### config.mk
export PLATFORM = sky130hd
export DESIGN_NAME = ptimer
export DESIGN_NICKNAME = d
export VERILOG_FILES = /design/src/rtl/ptimer_pkg.sv /design/src/rtl/ptimer_prescale.sv /design/src/rtl/ptimer_count.sv /design/src/rtl/ptimer_flags.sv /design/src/rtl/ptimer.sv
export SDC_FILE = /design/constraint.sdc
export NUM_CORES = 1
export LEC_CHECK = 0
export BUFFER_PORTS_ARGS = -buffer_cell sky130_fd_sc_hd__buf_2
export CAP_MARGIN = 15
export CORE_UTILIZATION = 60
export DETAILED_ROUTE_END_ITERATION = 8
export GPL_ROUTABILITY_DRIVEN = 0
export PLACE_DENSITY = 0.82
export SYNTH_ARGS = -nofsm -noshare
export SYNTH_HDL_FRONTEND = slang
export SYNTH_SLANG_ARGS = --single-unit
### constraint.sdc
create_clock -name clk -period 4.2 [get_ports clk]
set_input_delay 0.21 -clock clk [delete_from_list [all_inputs] [get_ports clk]]
set_output_delay 0.21 -clock clk [all_outputs]
set_load 0.05 [all_outputs]
### src/rtl/ptimer_pkg.sv
package ptimer_pkg;
  localparam int PRE_W = 10;
  localparam int AW    = 3;
  localparam int NFLAG = 2;

  localparam logic [AW-1:0] A_CTRL  = 3'd0;
  localparam logic [AW-1:0] A_INTEN = 3'd1;
  localparam logic [AW-1:0] A_FLAGS = 3'd2;
  localparam logic [AW-1:0] A_CNT   = 3'd3;
  localparam logic [AW-1:0] A_PER   = 3'd4;
  localparam logic [AW-1:0] A_CHAN  = 3'd5;

  localparam int F_OVF = 0;
  localparam int F_CH  = 1;

  // Low-bit mask of the free-running prescaler that marks a tick
  function automatic logic [PRE_W-1:0] tick_mask(input logic [2:0] sel);
    case (sel)
      3'd2:    tick_mask = PRE_W'(1);
      3'd3:    tick_mask = PRE_W'(3);
      3'd4:    tick_mask = PRE_W'(7);
      3'd5:    tick_mask = PRE_W'(63);
      3'd6:    tick_mask = PRE_W'(255);
      3'd7:    tick_mask = PRE_W'(1023);
      default: tick_mask = '0;
    endcase
  endfunction
endpackage

### src/rtl/ptimer_prescale.sv
module ptimer_prescale
  import ptimer_pkg::*;
(
  input  logic       clk,
  input  logic       rst_n,
  input  logic [2:0] sel,
  output logic       tick
);
  logic [PRE_W-1:0] pre_q;
  logic [PRE_W-1:0] mask;

  always_ff @(posedge clk) begin
    if (!rst_n) pre_q <= '0;
    else        pre_q <= pre_q + 1'b1;
  end

  always_comb begin
    mask = tick_mask(sel);
    tick = (sel != 3'd0) && ((pre_q & mask) == mask);
  end

  AST_OFF_NO_TICK: assert property (@(posedge clk) disable iff (!rst_n)
    (sel == 3'd0) |-> !tick);
endmodule

### src/rtl/ptimer_count.sv
module ptimer_count #(
  parameter int W = 16
) (
  input  logic         clk,
  input  logic         rst_n,
  input  logic         tick,
  input  logic         down,
  input  logic [W-1:0] per,
  input  logic         ld_en,
  input  logic [W-1:0] ld_val,
  output logic [W-1:0] cnt,
  output logic         wrap_evt
);
  function automatic logic at_end(input logic dn, input logic [W-1:0] c,
                                  input logic [W-1:0] p);
    at_end = dn ? (c == '0) : (c >= p);
  endfunction

  function automatic logic [W-1:0] step(input logic dn, input logic [W-1:0] c,
                                        input logic [W-1:0] p);
    if (at_end(dn, c, p)) step = dn ? p : '0;
    else                  step = dn ? c - 1'b1 : c + 1'b1;
  endfunction

  logic end_hit;
  assign end_hit  = at_end(down, cnt, per);
  assign wrap_evt = tick && !ld_en && end_hit;

  always_ff @(posedge clk) begin
    if (!rst_n)     cnt <= '0;
    else if (ld_en) cnt <= ld_val;
    else if (tick)  cnt <= step(down, cnt, per);
  end

  AST_UP_WRAP: assert property (@(posedge clk) disable iff (!rst_n)
    (tick && !down && !ld_en && cnt == per) |=> (cnt == '0));
  AST_DOWN_RELOAD: assert property (@(posedge clk) disable iff (!rst_n)
    (tick && down && !ld_en && cnt == '0) |=> (cnt == $past(per)));
  AST_HOLD_NO_TICK: assert property (@(posedge clk) disable iff (!rst_n)
    (!tick && !ld_en) |=> $stable(cnt));
endmodule

### src/rtl/ptimer_flags.sv
module ptimer_flags #(
  parameter int N = 2
) (
  input  logic         clk,
  input  logic         rst_n,
  input  logic [N-1:0] set_ev,
  input  logic [N-1:0] clr_ev,
  output logic [N-1:0] flags
);
  for (genvar i = 0; i < N; i++) begin : g_flag
    always_ff @(posedge clk) begin
      if (!rst_n) flags[i] <= 1'b0;
      else        flags[i] <= set_ev[i] | (flags[i] & ~clr_ev[i]);
    end

    AST_SET_WINS: assert property (@(posedge clk) disable iff (!rst_n)
      set_ev[i] |=> flags[i]);
    AST_CLR_TAKES: assert property (@(posedge clk) disable iff (!rst_n)
      (clr_ev[i] && !set_ev[i]) |=> !flags[i]);
  end
endmodule

### src/rtl/ptimer.sv
module ptimer
  import ptimer_pkg::*;
#(
  parameter int W = 16
) (
  input  logic          clk,
  input  logic          rst_n,
  input  logic          reg_wr,
  input  logic          reg_rd,
  input  logic [AW-1:0] reg_addr,
  input  logic [W-1:0]  reg_wdata,
  output logic [W-1:0]  reg_rdata,
  input  logic          dma_wr,
  input  logic          dma_sel,
  input  logic [W-1:0]  dma_wdata,
  input  logic          ack_ovf,
  input  logic          ack_cmp,
  input  logic          cap_trig,
  output logic          irq
);
  localparam int CTRL_W = 5;

  logic [CTRL_W-1:0] ctrl_q;
  logic [NFLAG-1:0]  inten_q;
  logic [W-1:0]      per_q;
  logic [W-1:0]      chan_q;
  logic [W-1:0]      cnt;
  logic [NFLAG-1:0]  flags;

  logic tick, wrap_evt, down, cap_mode;
  logic wr_ctrl, wr_inten, wr_flags, wr_cnt, wr_per, wr_chan, rd_chan;
  logic cnt_ld;
  logic [W-1:0] cnt_ld_val;
  logic cmp_evt, cap_evt;
  logic ovf_set_s, ovf_clr_s, ch_set_s, ch_clr_s;

  assign down     = ctrl_q[3];
  assign cap_mode = ctrl_q[4];

  assign wr_ctrl  = reg_wr && reg_addr == A_CTRL;
  assign wr_inten = reg_wr && reg_addr == A_INTEN;
  assign wr_flags = reg_wr && reg_addr == A_FLAGS;
  assign wr_cnt   = reg_wr && reg_addr == A_CNT;
  assign wr_per   = reg_wr && reg_addr == A_PER;
  assign wr_chan  = reg_wr && reg_addr == A_CHAN;
  assign rd_chan  = reg_rd && reg_addr == A_CHAN;

  ptimer_prescale u_pre (
    .clk  (clk),
    .rst_n(rst_n),
    .sel  (ctrl_q[2:0]),
    .tick (tick)
  );

  assign cnt_ld     = wr_cnt || (dma_wr && !dma_sel);
  assign cnt_ld_val = wr_cnt ? reg_wdata : dma_wdata;

  ptimer_count #(.W(W)) u_cnt (
    .clk     (clk),
    .rst_n   (rst_n),
    .tick    (tick),
    .down    (down),
    .per     (per_q),
    .ld_en   (cnt_ld),
    .ld_val  (cnt_ld_val),
    .cnt     (cnt),
    .wrap_evt(wrap_evt)
  );

  always_ff @(posedge clk) begin
    if (!rst_n) begin
      ctrl_q  <= '0;
      inten_q <= '0;
      per_q   <= '0;
      chan_q  <= '0;
    end else begin
      if (wr_ctrl)  ctrl_q  <= reg_wdata[CTRL_W-1:0];
      if (wr_inten) inten_q <= reg_wdata[NFLAG-1:0];
      if (wr_per)                 per_q <= reg_wdata;
      else if (dma_wr && dma_sel) per_q <= dma_wdata;
      if (cap_evt)      chan_q <= cnt;
      else if (wr_chan) chan_q <= reg_wdata;
    end
  end

  assign cmp_evt = !cap_mode && tick && (cnt == chan_q);
  assign cap_evt = cap_mode && cap_trig;

  assign ovf_set_s = wrap_evt;
  assign ovf_clr_s = (wr_flags && reg_wdata[F_OVF]) || dma_wr;
  assign ch_set_s  = cmp_evt || cap_evt;
  assign ch_clr_s  = (wr_flags && reg_wdata[F_CH]) ||
                     (!cap_mode && ack_cmp) || (cap_mode && rd_chan);

  ptimer_flags #(.N(NFLAG)) u_flags (
    .clk   (clk),
    .rst_n (rst_n),
    .set_ev({ch_set_s, ovf_set_s}),
    .clr_ev({ch_clr_s, ovf_clr_s}),
    .flags (flags)
  );

  assign irq = |(flags & inten_q);

  always_comb begin
    case (reg_addr)
      A_CTRL:  reg_rdata = W'(ctrl_q);
      A_INTEN: reg_rdata = W'(inten_q);
      A_FLAGS: reg_rdata = W'(flags);
      A_CNT:   reg_rdata = cnt;
      A_PER:   reg_rdata = per_q;
      A_CHAN:  reg_rdata = chan_q;
      default: reg_rdata = '0;
    endcase
  end

  AST_OVF_ACK_KEEP: assert property (@(posedge clk) disable iff (!rst_n)
    (flags[F_OVF] && ack_ovf && !ovf_clr_s) |=> flags[F_OVF]);
  AST_CMP_ACK_CLR: assert property (@(posedge clk) disable iff (!rst_n)
    (!cap_mode && ack_cmp && !ch_set_s) |=> !flags[F_CH]);
  AST_CAP_RD_CLR: assert property (@(posedge clk) disable iff (!rst_n)
    (cap_mode && rd_chan && !ch_set_s) |=> !flags[F_CH]);
  AST_CAP_ACK_KEEP: assert property (@(posedge clk) disable iff (!rst_n)
    (cap_mode && flags[F_CH] && ack_cmp && !rd_chan && !wr_flags && !wr_ctrl)
      |=> flags[F_CH]);
  AST_DMA_CLR: assert property (@(posedge clk) disable iff (!rst_n)
    (dma_wr && !wrap_evt) |=> !flags[F_OVF]);
  AST_IRQ_MASKED: assert property (@(posedge clk) disable iff (!rst_n)
    (inten_q == '0) |-> !irq);
endmodule

==> metrics.md, run 1 <==
| Metric | Value |
|---|---|
| Clock buffer depth | 2 |
| Total track usage | 0.376 |
| Row cnt | 33 |
| Critical path peak fanout | 10 |
| HP Class | in -> reg |
| Port Buf Inserts | between 50 and 60 |
| I/O pins | slightly above 60 |
| # setup viols final | 0 |
| Gr busiest metal | met2 |
| Area occupied by registers | ~0.0013 mm² |
| Pre-CTS setup slack | roughly 1.4 ns |
| Multi-input gate area | approximately 0.0035 mm² |
| Seq/Total Area, Yosys | 0.260 |
| Final max-slew violation count | 0 |
| Critical Path Sink Type | register |
| Critical Path RT | approximately 4.5 ns |
| Final Critical Period | approximately 3 ns |
| Placed cells | 828 |
| Residual DRC | 0 |
| Clk slew on worst S/H paths | about 0.080 ns |
| Most frequent cell after synthesis | nand2_1 |
| Internal power | between 1 and 1.5 mW |
| Post-CTS Hold Fix Bufs | 0 |
| Clock sink total | 67 |
| CTS tree | built |
| Vias in the first global route | 5185 |
| Cells along the critical path | inv_1 > ha_1 > nand2b_4 > a2111o_1 > a311oi_2 > a31oi_1 > nor2_2 > o22ai_1 > a31o_2 |
| First-pass GRT wire length | roughly 26 mm |
| Max_cap viols | 0 |
| Met1 global-route usage | 0.505 |
| Worst r2r src | u_cnt.cnt[0] |
| TritonCTS buffer count | 9 |
| Core Util, Final | 0.692 |
| Post-Syn Nets | slightly below 800 |
| M2 GR Usage | 0.571 |
| Sw Ratio | 0.352 |
| Final-report hold violation count | 0 |
| # resized after CTS | 0 |
| Worst-Skew Late Latency | 0.37 ns |
| Slew HR | 0.225 |
| Top cell type's share of synthesized area | 0.260 |
| N_diodes | 0 |
| Reg power frac | 0.410 |
| Static Leak | ~2.2 nW |
| Total grt overflow | 0 |
| Estimated wirelength of the detail-placed design | 11.6 mm |
| Post-Route WL | 16.4 mm |
| DRT antenna net count | 0 |
| Highest cell delay on the worst timing path | 0.50 ns |
| Vert. Die Dim | ~95 µm |
| Nets | 812 |
| Top cells by area, synth | dfxtp_1 26%, ha_1 7.5%, nand2_1 7.0% |
| Clk_skew | approximately 0.012 ns |
| Period utilization | 0.694 |
| H-Tree Depth | 3 |
| Sw power | roughly 0.64 mW |
| F_max | 343 MHz |
| Pwr dens | 316 mW/mm² |
| R2R setup slack | ~1.3 ns |
| Synth Area per Inst | roughly 7.3 µm² |
| Root Buffer | clkbuf_8 |
| Total vias in the final route | around 5700 |
| Proportion of layout cells with a drive suffix above 1 | 0.134 |
| Initial Util | 0.624 |
| Post-synthesis cell type count | 63 |
| Outcome | finished clean |
| Power share of the combinational group | 0.241 |
| Largest net degree at the start of global routing | just under 50 |
| Hold Startpoint | reg_wdata[14] |
| Cell Area, Synth | around 0.0052 mm² |
| Initial DRT Pass Iterations | 7 |
| Yosys top cell by area | dfxtp_1 |
| Global routing usage on met3 | 0.103 |
| Post-synth EDFFs | 0 |
| Flops & latches, synth | between 60 and 70 |
| Wire length per cell | slightly below 20 µm |
| Area delta synth->final | 10.8% |
| DR iter-0 viols | ~840 |
| Die width | around 95 µm |
| Post-CTS Setup Bufs | 0 |
| Antenna violations before repair | 0 |
| Core Region | slightly above 0.008 mm² |
| Synth async-reset ratio | 0 |
| Die area | 0.00897 mm² |
| Max rail drop VDD | around 0.2 mV |
| Post-synth top cells | 96 x nand2_1, 71 x nor2_1, 67 x dfxtp_1, 59 x o21ai_0, 43 x nand3_1 |
| Slew @ Worst Pin | approximately 1.2 ns |
| Vias per inst | ~6.7 |
| RSZ-0062 raised after global routing | false |
| Final Power | roughly 1.8 mW |
| Clock Power Share | 0.349 |
| Setup TNS | 0 ns |
| Worst setup path class | reg -> reg |
| Top_reg_cell synth | dfxtp_1 |
| Post-route worst setup slack | between 1 and 1.5 ns |
| Syn Inst Count | approximately 700 |
| Max stage delay cell, worst path | dfxtp_1 |
| Filler instances | between 600 and 700 |
| Cell Count, Final, Fillers Out | approximately 850 |
| Critical Path Source Type | register |
| Synth Warn # | 0 |
| CP arrival | approximately 3.2 ns |
| CP Launch Point | u_cnt.cnt[0] |
-- routing by layer --
metal	vias up	share of wire
li1	2643	-
met1	2593	0.40
met2	377	0.44
met3	70	0.13
met4	0	0.030
met5	-	0
-- state kept, by name (all words and copies together) (netlist names) --
name,count
chan_q,16
u_flags.flags,2
u_cnt.cnt,16
ctrl_q,5
per_q,16
u_pre.pre_q,10
inten_q,2
-- cells in the final DEF, fill, tap and decap left out, drive strengths merged, types with 17 or more instances in the layout --
cell / count
nand2: 97
nor2: 75
dfxtp: 67
buf: 67
o21ai: 61
nand3: 44
a21oi: 34
a311oi: 33
ha: 31
inv: 26
xor2: 18
mux2i: 17
-- power groups by stage --
stage | clock network (mW) | registers, mW | logic [mW]
floorplan | 0 | 0.719 | 0.314
global placement | 0 | 0.749 | 0.402
CTS | 0.627 | 0.735 | 0.422
global route | 0.658 | 0.744 | 0.474
finish | 0.630 | 0.741 | 0.436
detailed placement | 0 | 0.750 | 0.417
-- cells by family after synthesis --
family | after synthesis | synth area share
and+or+nand+nor | 280 | 0.254
muxes | 21 | 0.0417
DFF | 67 | 0.260
AOI/OAI and AO/OA | 200 | 0.255
buffers and inverters | 69 | 0.0536
adders and majority gates | 32 | 0.0791
xor gates and xnor gates | 33 | 0.0561
-- path summary, 6_finish.rpt --
kind | end | cells past startpoint
setup / recovery | u_cnt.cnt[10] | 9
hold / removal | chan_q[14] | 3
setup reg to reg | u_cnt.cnt[10] | 9
hold reg to reg | u_pre.pre_q[5] | 2
-- layout make-up --
type / instances / share of cell area
clock inverters: 7 / 0.0175
clock buffers: 9 / 0.0217
inverters: 25 / 0.0164
flip-flops and latches: 67 / 0.235
well taps: 105 / 0.0230
repair buffers: 67 / 0.0670
multi-input cells: 566 / 0.620
-- stage by stage --
| step | instance area (µm²) | hold WS [ns] |
|---|---|---|
| floorplan | 5160 | 0.340 |
| global placement | 5450 | 0.465 |
| detailed placement | 5450 | 0.479 |
| CTS | 5670 | 0.139 |
| global route | 5720 | 0.139 |
| finish | 5720 | 0.145 |
-- critical path, delay by kind of cell, from the launching register on --
kind                     cells  cell delay, ns
AND/OR/NAND/NOR              2            0.58
buffers and inverters        1            0.14
flip-flops                   1            0.50
AO/OA/AOI/OAI                5            1.29
adder cells (fa/ha/maj)      1            0.30
Power figures use the tool's default switching activity.
==> run 2: changes to the inputs <==
- CORE_UTILIZATION: 60 -> 54
- PLACE_DENSITY: 0.82 -> 0.78
- clock period: 4.2 -> 2.5 ns (I/O delays scaled with it)
==> run 2 against run 1 <==
The run now ends with setup timing left. Highest routed layer unchanged. Register-to-register slack got worse by 1.3 ns. First-iteration DRC count rose by 14%. Design area rose by 8.6%. Hold slack got worse by 0.097 ns. Count of clock-buffer cells in the layout did not move. Power rose by 73%. Core utilization fell by 2.1 points. Flip-flop and latch count did not move. Maximum frequency rose by 16%. Sequential share of layout area fell by 1.7 points. Combinational power rose by 120%.
==> metrics.md, run 2 (synthesis results as in run 1) <==
| Metric | Value |
|---|---|
| Critical Path Sink Type | register |
| Total track usage | 0.358 (-0.0184) |
| Total grt overflow | 0 (unchanged) |
| DR iter-0 viols | 954 (+14%) |
| Failing checks | setup timing |
| Clock Power Share | 0.306 (-0.043) |
| RSZ-0062 raised after global routing | true |
| Pwr dens | 503 mW/mm² (+59%) |
| Slew HR | 0.492 (+0.267) |
| Post-route worst setup slack | -0.00391 ns (-1.29 ns) |
| Clk slew on worst S/H paths | 0.10 ns (+0.02 ns) |
| CTS tree | built |
| Sw Ratio | 0.385 (+0.0329) |
| Vias per inst | 6.55 (-2.5%) |
| Clk_skew | 0.0171 ns (+0.00554 ns) |
| Most frequent cells in the layout | 96 x nand2_1, 71 x nor2_1, 60 x buf_4 |
| Most common cell after layout, fill and taps aside | nand2_1 |
| Initial DRT Pass Iterations | 7 (unchanged) |
| Cell Count, Final, Fillers Out | 923 (+9.1%) |
| N_diodes | 0 (unchanged) |
| Registers with the most flip-flops | chan_q (16), per_q (16), u_cnt.cnt (16) |
| Antenna violations before repair | 0 (unchanged) |
| Largest net degree at the start of global routing | 33 (-33%) |
| Sw power | 1.20 mW (+89%) |
| CP arrival | 2.74 ns (-0.43 ns) |
| Hold path cells | 3 (unchanged) |
| Max_cap viols | 0 (unchanged) |
| Wire length per cell | 19.5 µm (+0.60%) |
| Proportion of layout cells with a drive suffix above 1 | 0.219 (+0.0855) |
| Total vias in the final route | 6046 (+6.4%) |
| Placed cells | 903 (+9.1%) |
| Critical Path RT | 2.73 ns (-1.72 ns) |
| Cells along the critical path | inv_1 > ha_1 > nand4_1 > nor4_2 > a311oi_4 > a31oi_4 > nor2_4 > buf_4 > a221oi_1 > a21oi_1 |
| TritonCTS buffer count | 9 (unchanged) |
| Row cnt | 35 (+6.1%) |
| Highest cell delay on the worst timing path | 0.45 ns (-0.05 ns) |
| Critical path peak fanout | 5 (-5) |
| Worst setup path class | reg -> reg |
| Filler instances | 743 (+8.3%) |
| Outcome | complete, but fails checks |
| Vias in the first global route | 5578 (+7.6%) |
| Final Instance Area | 0.00620 mm² (+8.6%) |
| FF-to-FF path depth | 10 (+1) |
| Die width | 99.7 µm (+5.3%) |
| Power share of the combinational group | 0.312 (+0.071) |
| Die area | 0.00994 mm² (+11%) |
| First-pass GRT wire length | 28.1 mm (+7.9%) |
| Nets | 865 (+6.5%) |
| Estimated wirelength of the detail-placed design | 12.9 mm (+11%) |
| # setup viols final | 1 (+1) |
| F_max | 399 MHz (+16%) |
| Pre-CTS setup slack | -0.0658 ns (-1.46 ns) |
| I/O pins | 61 (unchanged) |
| Static Leak | 2.52 nW (+12%) |
| Core Region | 0.00924 mm² (+12%) |
| Post-CTS Hold Fix Bufs | 0 (unchanged) |
| Port Buf Inserts | 59 (unchanged) |
| Critical Path Source Type | register |
| Reg power frac | 0.382 (-0.028) |
| Area delta synth->final | 20.3% |
| Final max-slew violation count | 0 (unchanged) |
| Vert. Die Dim | 99.7 µm (+5.3%) |
| Max rail drop VDD | 0.247 mV (+25%) |
| Internal power | 1.92 mW (+64%) |
| Cell Area, Placed | 0.00586 mm² (+7.6%) |
| Max stage delay cell, worst path | nor4_2 |
| Period utilization | 1.00 (+0.308) |
| Worst-Skew Late Latency | 0.37 ns (about the same) |
| DRT antenna net count | 0 (unchanged) |
| Final Critical Period | 2.50 ns (-0.410 ns) |
| Initial Util | 0.558 (-0.0664) |
| Post-Route WL | 18.0 mm (+9.8%) |
| Slew @ Worst Pin | 0.761 ns (-0.393 ns) |
| Core Util, Final | 0.671 (-0.0206) |
| Clock sink total | 67 (unchanged) |
| H-Tree Depth | 3 (unchanged) |
| Residual DRC | 0 (unchanged) |
| Root Buffer | clkbuf_8 |
| Final-report hold violation count | 0 (unchanged) |
| Clock buffer depth | 2 (unchanged) |
| HP Class | in -> reg |
[run 2: cell types whose count changed in the layout (fill, tap and decap cells not counted), moves of 3 or more]
cell and delta:
buf_4 +54, clkinv_4 -3, dfxtp_1 -9, dfxtp_2 +9
inv_8 +3
[run 2: repair_timing]
item | CTS | global route
pin swaps | 2 | 12
endpoints found under the setup margin | 9 | 13
setup buffers | 2 | 2
resized for setup | 2 | 25
[run 2: critical path: cells and delay by family, from the launching register on]
kind | cells | cell delay (ns)
adders and majority gates | 1 | 0.29
DFF | 1 | 0.34
buffers and inverters | 2 | 0.19
and+or+nand+nor | 3 | 0.76
AOI/OAI and AO/OA | 4 | 0.80
[run 2: area by class of cell]
| type | instances | area [µm²] | share of cell area |
|---|---|---|---|
| clock buffers | 9 | 124 | 0.0200 |
| clock inverters | 7 | 76.3 | 0.0123 |
| inverters | 25 | 93.8 | 0.0151 |
| multi-input cells | 566 | 3640 | 0.587 |
| flip-flops and latches | 67 | 1350 | 0.218 |
| well taps | 129 | 161 | 0.0260 |
| repair buffers | 120 | 757 | 0.122 |
[run 2: per-layer routing]
| layer | track usage | part of all wire | vias up |
|---|---|---|---|
| met1 | 0.477 | 0.40 | 2757 |
| met4 | 0.154 | 0.046 | 0 |
| met3 | 0.0780 | 0.12 | 94 |
| met2 | 0.556 | 0.43 | 445 |
| li1 | - | - | 2750 |
| met5 | 0 | 0 | - |
[run 2: stage by stage]
step | setup TNS, ns | hold WS (ns) | power, mW
after floorplan | 0 | 0.255 | 1.74
after CTS | 0 | 0.0487 | 3.03
after global placement | 0 | 0.432 | 2.03
after global routing | -0.0773 | 0.0640 | 3.23
final | -0.00391 | 0.0482 | 3.12
after detailed placement | -0.0658 | 0.433 | 2.06
[run 2: final timing paths]
check,startpoint,endpoint,slack (ns)
setup / recovery,per_q[9],u_cnt.cnt[13],-0.004
hold / removal,dma_wdata[2],per_q[2],0.05
hold reg to reg,u_pre.pre_q[5],u_pre.pre_q[5],0.49
setup reg to reg,per_q[9],u_cnt.cnt[13],-0.004
[run 2: power by group through the flow]
stage	registers [mW]	logic [mW]	clock network [mW]
3_3_place_gp	1.21	0.828	0
4_1_cts	1.18	0.889	0.952
2_1_floorplan	1.21	0.528	0
6_report	1.19	0.973	0.954
3_5_place_dp	1.21	0.849	0
5_1_grt	1.20	1.04	0.997
